`src/rtl/prbs_bert_pkg.sv`:
```
package prbs_bert_pkg;

  localparam int unsigned PRBS_ORDER  = 7;
  localparam int unsigned PRBS_PERIOD = (1 << PRBS_ORDER) - 1;

  typedef enum logic [1:0] {
    ST_IDLE  = 2'd0,
    ST_RUN   = 2'd1,
    ST_SHIFT = 2'd2,
    ST_DONE  = 2'd3
  } bertState_e;

  // strobes from the sequencer to the datapath
  typedef struct packed {
    logic load;     // reseed, clear count, latch lane
    logic txEn;     // a pattern bit is being sent this cycle
    logic cmpEn;    // returned bit is compared this cycle
    logic lastCmp;  // final compare of the run
    logic shiftEn;  // serial readout cycle
    logic laneOn;   // lane enable active
  } bertCtrl_t;

endpackage

```
`src/rtl/bert_ctrl.sv`:
```
module bert_ctrl
  import prbs_bert_pkg::*;
#(
  parameter int unsigned TOTAL_BITS = 127,
  parameter int unsigned LATENCY    = 2,
  parameter int unsigned CNT_W      = 8
) (
  input  logic      clk_i,
  input  logic      rst_ni,
  input  logic      start_i,
  output bertCtrl_t ctrl_o,
  output logic      done_o
);

  localparam int unsigned RUN_LEN = TOTAL_BITS + LATENCY;
  localparam int unsigned K_W     = $clog2(RUN_LEN + 1);
  localparam int unsigned B_W     = $clog2(CNT_W + 1);

  bertState_e      state, stateNext;
  logic [K_W-1:0]  runIdx;
  logic [B_W-1:0]  bitIdx;
  logic            inRun, runEnd, shiftEnd;

  assign inRun    = (state == ST_RUN);
  assign runEnd   = inRun && (runIdx == K_W'(RUN_LEN - 1));
  assign shiftEnd = (state == ST_SHIFT) && (bitIdx == B_W'(CNT_W - 1));

  always_comb begin
    stateNext = state;
    if (start_i) begin
      stateNext = ST_RUN;
    end else begin
      unique case (state)
        ST_RUN:   if (runEnd)   stateNext = ST_SHIFT;
        ST_SHIFT: if (shiftEnd) stateNext = ST_DONE;
        default:  stateNext = state;
      endcase
    end
  end

  always_ff @(posedge clk_i or negedge rst_ni) begin
    if (!rst_ni) begin
      state  <= ST_IDLE;
      runIdx <= '0;
      bitIdx <= '0;
    end else begin
      state <= stateNext;
      if (start_i)    runIdx <= '0;
      else if (inRun) runIdx <= runIdx + 1'b1;
      if (state == ST_SHIFT) bitIdx <= bitIdx + 1'b1;
      else                   bitIdx <= '0;
    end
  end

  always_comb begin
    ctrl_o.load    = start_i;
    ctrl_o.txEn    = inRun && (runIdx < K_W'(TOTAL_BITS));
    ctrl_o.cmpEn   = inRun && !start_i && (runIdx >= K_W'(LATENCY));
    ctrl_o.lastCmp = runEnd && !start_i;
    ctrl_o.shiftEn = (state == ST_SHIFT);
    ctrl_o.laneOn  = inRun;
  end

  assign done_o = (state == ST_SHIFT) || (state == ST_DONE);

endmodule

```
`src/rtl/bert_datapath.sv`:
```
module bert_datapath
  import prbs_bert_pkg::*;
#(
  parameter int unsigned           LANES   = 16,
  parameter int unsigned           SEL_W   = 4,
  parameter int unsigned           CNT_W   = 8,
  parameter int unsigned           LATENCY = 2,
  parameter logic [PRBS_ORDER-1:0] SEED    = 7'h7F
) (
  input  logic                  clk_i,
  input  logic                  rst_ni,
  input  bertCtrl_t             ctrl_i,
  input  logic [SEL_W-1:0]      laneSel_i,
  input  logic                  rxBit_i,
  output logic                  txBit_o,
  output logic [LANES-1:0]      laneEn_o,
  output logic [CNT_W-1:0]      errCnt_o,
  output logic                  serBit_o,
  output logic [PRBS_ORDER-1:0] lfsrState_o
);

  localparam logic [CNT_W-1:0] CNT_MAX = {CNT_W{1'b1}};

  logic [PRBS_ORDER-1:0] lfsr;
  logic                  feedback;
  logic [SEL_W-1:0]      laneReg;
  logic [LATENCY:0]      refPipe;
  logic                  refBit, mismatch;
  logic [CNT_W-1:0]      errCnt, errNext, shReg;

  // pattern generator, taps at stages 7 and 6
  assign feedback = lfsr[PRBS_ORDER-1] ^ lfsr[PRBS_ORDER-2];
  assign txBit_o  = ctrl_i.txEn ? lfsr[PRBS_ORDER-1] : 1'b0;

  always_ff @(posedge clk_i or negedge rst_ni) begin
    if (!rst_ni)          lfsr <= SEED;
    else if (ctrl_i.load) lfsr <= SEED;
    else if (ctrl_i.txEn) lfsr <= {lfsr[PRBS_ORDER-2:0], feedback};
  end

  // reference delay so the sent bit meets its echo
  assign refPipe[0] = txBit_o;
  always_ff @(posedge clk_i or negedge rst_ni) begin
    if (!rst_ni) refPipe[LATENCY:1] <= '0;
    else         refPipe[LATENCY:1] <= refPipe[LATENCY-1:0];
  end
  assign refBit   = refPipe[LATENCY];
  assign mismatch = ctrl_i.cmpEn && (refBit ^ rxBit_i);

  // lane latch and one-hot enable
  always_ff @(posedge clk_i or negedge rst_ni) begin
    if (!rst_ni)          laneReg <= '0;
    else if (ctrl_i.load) laneReg <= laneSel_i;
  end

  for (genvar g = 0; g < LANES; g++) begin : g_lane
    assign laneEn_o[g] = ctrl_i.laneOn && (laneReg == SEL_W'(g));
  end

  // saturating error counter
  always_comb begin
    errNext = errCnt;
    if (mismatch && (errCnt != CNT_MAX)) errNext = errCnt + 1'b1;
  end

  always_ff @(posedge clk_i or negedge rst_ni) begin
    if (!rst_ni)          errCnt <= '0;
    else if (ctrl_i.load) errCnt <= '0;
    else                  errCnt <= errNext;
  end

  // parallel to serial readout, MSB first
  always_ff @(posedge clk_i or negedge rst_ni) begin
    if (!rst_ni)             shReg <= '0;
    else if (ctrl_i.load)    shReg <= '0;
    else if (ctrl_i.lastCmp) shReg <= errNext;
    else if (ctrl_i.shiftEn) shReg <= {shReg[CNT_W-2:0], 1'b0};
  end

  assign serBit_o    = ctrl_i.shiftEn ? shReg[CNT_W-1] : 1'b0;
  assign errCnt_o    = errCnt;
  assign lfsrState_o = lfsr;

endmodule

```
`src/rtl/prbs_bert.sv`:
```
module prbs_bert
  import prbs_bert_pkg::*;
#(
  parameter int unsigned           LANES   = 16,
  parameter int unsigned           PASSES  = 1,
  parameter int unsigned           LATENCY = 2,
  parameter int unsigned           CNT_W   = 8,
  parameter logic [PRBS_ORDER-1:0] SEED    = 7'h7F,
  localparam int unsigned          SEL_W   = (LANES > 1) ? $clog2(LANES) : 1
) (
  input  logic             clk_i,
  input  logic             rst_ni,
  input  logic             start_i,
  input  logic [SEL_W-1:0] laneSel_i,
  input  logic             rxBit_i,
  output logic             txP_o,
  output logic             txN_o,
  output logic [LANES-1:0] laneEn_o,
  output logic             done_o,
  output logic [CNT_W-1:0] errCnt_o,
  output logic             serBit_o,
  output logic             serValid_o
);

  localparam int unsigned TOTAL_BITS = PRBS_PERIOD * PASSES;

  bertCtrl_t             ctrl;
  logic                  txBit;
  logic [PRBS_ORDER-1:0] lfsrState;

  bert_ctrl #(
    .TOTAL_BITS(TOTAL_BITS),
    .LATENCY   (LATENCY),
    .CNT_W     (CNT_W)
  ) i_ctrl (
    .clk_i  (clk_i),
    .rst_ni (rst_ni),
    .start_i(start_i),
    .ctrl_o (ctrl),
    .done_o (done_o)
  );

  bert_datapath #(
    .LANES  (LANES),
    .SEL_W  (SEL_W),
    .CNT_W  (CNT_W),
    .LATENCY(LATENCY),
    .SEED   (SEED)
  ) i_dp (
    .clk_i      (clk_i),
    .rst_ni     (rst_ni),
    .ctrl_i     (ctrl),
    .laneSel_i  (laneSel_i),
    .rxBit_i    (rxBit_i),
    .txBit_o    (txBit),
    .laneEn_o   (laneEn_o),
    .errCnt_o   (errCnt_o),
    .serBit_o   (serBit_o),
    .lfsrState_o(lfsrState)
  );

  assign txP_o      = txBit;
  assign txN_o      = ~txBit;
  assign serValid_o = ctrl.shiftEn;

endmodule

```
`config.mk`:
```
export PLATFORM = sky130hd
export DESIGN_NAME = prbs_bert
export DESIGN_NICKNAME = d
export VERILOG_FILES = /design/src/rtl/prbs_bert_pkg.sv /design/src/rtl/bert_ctrl.sv /design/src/rtl/bert_datapath.sv /design/src/rtl/prbs_bert.sv
export SDC_FILE = /design/constraint.sdc
export NUM_CORES = 1
export LEC_CHECK = 0
export BUFFER_PORTS_ARGS = -buffer_cell sky130_fd_sc_hd__buf_2
export CAP_MARGIN = 20
export CORE_MARGIN = 8
export CORE_UTILIZATION = 56
export CTS_CLUSTER_DIAMETER = 150
export CTS_CLUSTER_SIZE = 8
export DETAILED_ROUTE_END_ITERATION = 7
export PLACE_DENSITY = 0.79
export REMOVE_ABC_BUFFERS = 1
export SKIP_CTS_REPAIR_TIMING = 1
export SLEW_MARGIN = 20
export SYNTH_ARGS = -nofsm -noshare
export SYNTH_HDL_FRONTEND = slang
export SYNTH_HIERARCHICAL = 1
export SYNTH_SLANG_ARGS = --single-unit
export TNS_END_PERCENT = 50
```
`constraint.sdc`:
```
create_clock -name clk_i -period 2.5 [get_ports clk_i]
set_input_delay 0.5 -clock clk_i [delete_from_list [all_inputs] [get_ports clk_i]]
set_output_delay 0.5 -clock clk_i [all_outputs]
set_load 0.1 [all_outputs]
```
Word level (Yosys, flattened, before mapping):

Index checks and enable logic that the tools add are counted.

* add/subtract/negate cells: 3
* order comparisons: 2
* equal/unequal tests: 23
* mux-type cells: 16
* bitwise operators: 3
* reductions and logical operators: 32

Operators with widths (count)
* $mux W8: 7
* $eq A4 B4 Y1 const B: 8
* $logic_and A1 B1 Y1: 24
* $eq A4 B3 Y1 const B: 5
* $add A8 B1 Y8 const B: 2
* $mux W7: 2
* $eq A4 B2 Y1 const B: 2
* $eq A8 B8 Y1 const B: 1
* $ge A8 B2 Y1 const B: 1
* $lt A8 B7 Y1 const B: 1
* $ne A8 B8 Y1 const B: 1
* $mux W2: 3
* $reduce_bool A3 Y1: 2
* $add A4 B1 Y4 const B: 1
* $eq A2 B2 Y1 const B: 2
* $eq A4 B1 Y1 const B: 1
* $logic_not A4 Y1: 1
* $mux W4: 1
* $pmux W2 S2: 1
* $reduce_bool A2 Y1: 2
* $ne A3 B2 Y1 const B: 1
* $ne A3 B3 Y1 const B: 1
* $reduce_and A3 Y1: 1
* $eq A2 B1 Y1 const B: 1
* 5 further kinds: 7

* register bits after elaboration: 43
* input port bits: 8
* output and inout port bits: 29
* word-level logic and storage cells: 87

Logic depth before layout (Yosys ltp):

* depth after elaboration: 8
* depth in mapped cells: 9
* gate-level depth less buffers: 9

Cells and area by module:

The synthesis kept the hierarchy.

Modules (own cells, without submodules)
* bert_datapath: instances 1, cells each 143, area each 1498.9 sq um, seq. area each 734.5 sq um
* bert_ctrl: instances 1, cells each 79, area each 754.5 sq um, seq. area each 350.3 sq um
* prbs_bert: instances 1, cells each 1, area each 3.8 sq um, seq. area each 0.0 sq um

Worst setup path after synthesis:

Ideal clock, no wire load.

* kind: register to output
* start point: reg i_ctrl.state[1]
* end point: out laneEn_o[0]
* data arrival time: 3.436 ns
* required time: 2.000 ns
* setup slack: -1.436 ns
* cell stages (with the launch flop): 7
* path buffers: 2
* cells stage by stage: dfrtp_1 -> nand2b_1 -> clkbuf_1 -> inv_1 -> buf_4 -> or3b_1 -> nor3_1

* longest elaborated chain between the ends: 2

RTL lines
* from (decl): RTL line bert_ctrl.sv:19 `bertState_e state, stateNext;`
* from (signal assigned): RTL line bert_ctrl.sv:47 `state <= stateNext;`
* $eq A2 B1 Y1: RTL line bert_ctrl.sv:24 `assign inRun = (state == ST_RUN);`
* named net i_ctrl.inRun: RTL line bert_ctrl.sv:22 `logic inRun, runEnd, shiftEnd;`
* $logic_and A1 B1 Y1: RTL line bert_datapath.sv:57 `assign laneEn_o[g] = ctrl_i.laneOn && (laneReg == SEL_W'(g));`
* to (decl): RTL line prbs_bert.sv:18 `output logic [LANES-1:0] laneEn_o,`

The timed path passes the listed nets, and every way through them passes these cells.

==> Flow_metrics.wiki <==
{| class="wikitable"
! Metric !! Value
|-
| FF-to-FF setup slack || 0.22 ns
|-
| Data required time at the worst endpoint || ~2.0 ns
|-
| Upper clock frequency limit || 0.411 GHz
|-
| Worst Path Class, Setup || flop to output pin
|-
| Max-slew violation count || 0
|-
| Area contributors post-synth || sky130_fd_sc_hd__dfrtp_1 (40%), sky130_fd_sc_hd__dfstp_2 (8.1%), sky130_fd_sc_hd__a211oi_1 (4.7%)
|-
| TritonCTS clock tree || built
|-
| Post-Place Setup Slack || about 0.24 ns
|-
| Number of distinct library cell variants in the gate-level netlist after synthesis || 43
|-
| Post-synthesis sequential area ratio || 48.1%
|-
| Clock slew seen by the registers of the worst setup and hold paths || around 0.080 ns
|-
| Hold Fails Final Rpt || 0
|-
| Routed length per placed instance || 15.6 um
|-
| Worst hold path type || primary input to async pin
|-
| Inserted Clock Buffers || 5
|-
| Final setup violation count || 0
|-
| Max-cap check violation count || 0
|-
| Maximum buffer depth of the clock tree || 2
|-
| TritonCTS sink count || 43
|-
| Setup repair after global routing missed its margin || yes
|-
| Synthesized area divided by synthesized cell count || approximately 10 um2
|-
| CTS root buffer || sky130_fd_sc_hd__clkbuf_8
|-
| Area delta synth->final || 26.5%
|-
| Top cell type's share of synthesized area || 39.9%
|-
| First-pass GRT wire length || roughly 8400 um
|-
| Area of all sequential standard cells || 0.00108 mm2
|-
| Proportion of register bits with asynchronous set or reset after synthesis || 100%
|-
| Outcome || finished, final reports clean
|-
| Final HPWL from detailed placement || 3740 um
|-
| Ratio of final minimum period to clock period || 97.2%
|-
| Routed Wire Length || between 4000 and 5000 um
|-
| Most used flip-flop cell after synthesis || sky130_fd_sc_hd__dfrtp_1
|-
| Nature of the critical path startpoint || flop
|-
| Ant. Diodes || 0
|-
| Number of inserted filler cells in the final layout || about 260
|-
| Number of global-route vias before repair || 1766
|-
| DRC violation count after routing || 0
|-
| Final design utilization || between 70% and 80%
|-
| Floorplan die area || 0.00632 mm2
|-
| Number of H-tree levels || 2
|-
| Horizontal die dimension || between 70 and 80 um
|-
| Global-route congestion overflow total || 0
|-
| Final worst clock skew || 0.00391 ns
|-
| Overall fraction of global-route tracks in use || 16.6%
|-
| Total of flip-flops plus latches after synthesis || 43
|-
| Critical Path AT || 1.93 ns
|-
| Highest net fanout along the worst path || 4
|-
| Die H || 79.5 um
|-
| EDFF count, synth || 0
|-
| Count of pins on the block boundary || 37
|-
| Cell taking the most area after synthesis || sky130_fd_sc_hd__dfrtp_1
|-
| 1st-pass router iterations || 4
|-
| Worst slew pin tran || 0.496 ns
|-
| Worst vdd rail ir drop || 0.536 mV
|-
| Share of final-layout standard cells stronger than drive strength 1 || 26.3%
|-
| Area occupied by multi-input gates || 0.00111 mm2
|-
| Number of nets in the layout || 278
|-
| Post-synthesis cell count || 223
|-
| Standard-cell row count || 23
|-
| Initial standard-cell utilization of the core || between 50% and 60%
|-
| Vias per cell || 5.65
|-
| Static Leakage || 0.00131 uW
|-
| Violation count after the first detailed-route iteration || 75
|-
| Core Region || 0.00394 mm2
|-
| Cell area power density || roughly 570 mW/mm2
|-
| Total of buffers placed on input and output ports || 36
|-
| Cell area after technology mapping || 0.00226 mm2
|-
| Warnings, synthesis || 6
|-
| Clk_lat worst skew || 0.29 ns
|-
| Setup ws final || 0.0696 ns
|-
| Kind of end point of the critical path || output pin
|-
| Count of antenna-violating nets left after detailed routing || 0
|-
| Initial antenna violation count || 0
|-
| Max-slew headroom at the worst pin || about two thirds
|-
| Pin count of the biggest net entering global routing || 30
|-
| Placer Congestion || around 0.8
|-
| Final critical delay including setup and external delays || 2.43 ns
|-
| Total vias in the final route || 1786
|}
[layout make-up]
cell class | instances | area share (%)
inverter | 7 | 0.920
timing repair buffer | 47 | 15.1
clock inverter | 3 | 2.37
multi-input combinational | 161 | 39.0
clock buffer | 5 | 2.41
tap | 50 | 2.19
sequential | 43 | 38.0
[worst max-delay path, cell delays in order (launching register included)]
cell,delay [ns]
sky130_fd_sc_hd__dfrtp_1,0.38
sky130_fd_sc_hd__nand2b_1,0.22
sky130_fd_sc_hd__inv_1,0.14
sky130_fd_sc_hd__or3b_1,0.46
sky130_fd_sc_hd__nor2_1,0.23
sky130_fd_sc_hd__buf_12,0.21
[where the power goes]
part	total, uW	switching (uW)	internal (uW)	leakage, uW
Combinational	267	191	76.2	0.000698
Clock	630	232	398	0.0000644
Sequential	736	22.3	714	0.000549
[metal layers]
layer  track usage [%]  wire length (um)  vias to the layer above
met1              19.4              2130                      885
met2              29.0              2620                       14
met5                 0                 0                        -
met3              3.94               122                        5
met4              5.74                63                        0
li1                  -                 -                      882
[cell usage after synthesis (all sizes together) (2+ instances only)]
library cell / number
and2: 5
a211oi: 14
o211ai: 2
xnor2: 3
ha: 5
nand3: 8
dfstp: 7
nand4: 4
and4: 3
dfrtp: 36
nand3b: 3
o31ai: 4
or4b: 2
o21ai: 2
nor3: 8
nor2b: 13
nand2b: 7
xor2: 6
buf: 2
a211o: 6
mux2i: 6
mux2: 4
nor2: 28
a21oi: 6
or3: 3
inv: 7
or4: 5
nand2: 6
clkbuf: 10
[layout by cell type, fill, tap and decap left out, drive strengths merged, types with 2 or more instances in the layout]
cell    instances
a211o           6
a211oi         14
a21oi           6
and2            5
and4            3
buf            46
bufinv          2
clkbuf          6
dfrtp          36
dfstp           7
ha              5
inv             7
mux2            4
mux2i           6
nand2           6
nand2b          7
nand3           8
nand3b          3
nand4           4
nor2           28
nor2b          13
nor3            8
o211ai          2
o21ai           2
o31ai           4
or3             3
or4             5
or4b            2
xnor2           3
xor2            6
[kinds of logic (layout without fill, tap and decap cells)]
kind of cell | after synthesis | after routing | synth area share, %
flip-flops | 43 | 43 | 48.1
AO/OA/AOI/OAI | 38 | 38 | 12.8
XOR/XNOR | 9 | 9 | 3.83
buffers and inverters | 19 | 62 | 3.55
multiplexers | 10 | 10 | 4.66
AND/OR/NAND/NOR | 99 | 99 | 24.3
adder cells (fa/ha/maj) | 5 | 5 | 2.77
[through the flow]
stage	instance area [um2]	power, uW	hold slack (ns)	TNS [ns]	cells
after floorplan	2200	913	0.204	-23.89	211
after global placement	2690	1010	0.333	0	308
after detailed placement	2690	1010	0.354	0	308
after CTS	2830	1650	0.0415	-0.0106	316
after global routing	2860	1700	0.0492	-0.150	316
final	2860	1630	0.0526	0	316
[sequential cells by signal (all words and copies together), names as in the netlist]
signal,flops
i_dp/laneReg,4
i_dp/refBit,1
i_dp/refPipe,1
i_dp/shReg,8
i_ctrl/runIdx,8
i_dp/errCnt_o,8
i_dp/lfsrState_o,7
i_ctrl/bitIdx,4
i_ctrl/state,2
[final timing paths]
kind / cells after the start / endpoint / from
min: 1 / i_dp/refPipe[1]$_DFF_PN0_ / rst_ni
max in group asynchronous: 2 / i_dp/lfsrState_o[0]$_DFFE_PN1P_ / rst_ni
min reg2reg: 0 / i_dp/refBit$_DFF_PN0_ / i_dp/refPipe[1]$_DFF_PN0_
max: 5 / laneEn_o[1] / i_ctrl/state[1]$_DFFE_PN0P_
min in group clk_i: 0 / i_dp/refBit$_DFF_PN0_ / i_dp/refPipe[1]$_DFF_PN0_
max reg2reg: 6 / i_dp/shReg[6]$_DFFE_PN0P_ / i_ctrl/runIdx[2]$_DFFE_PN0P_
(Power assumes the default switching activity.)
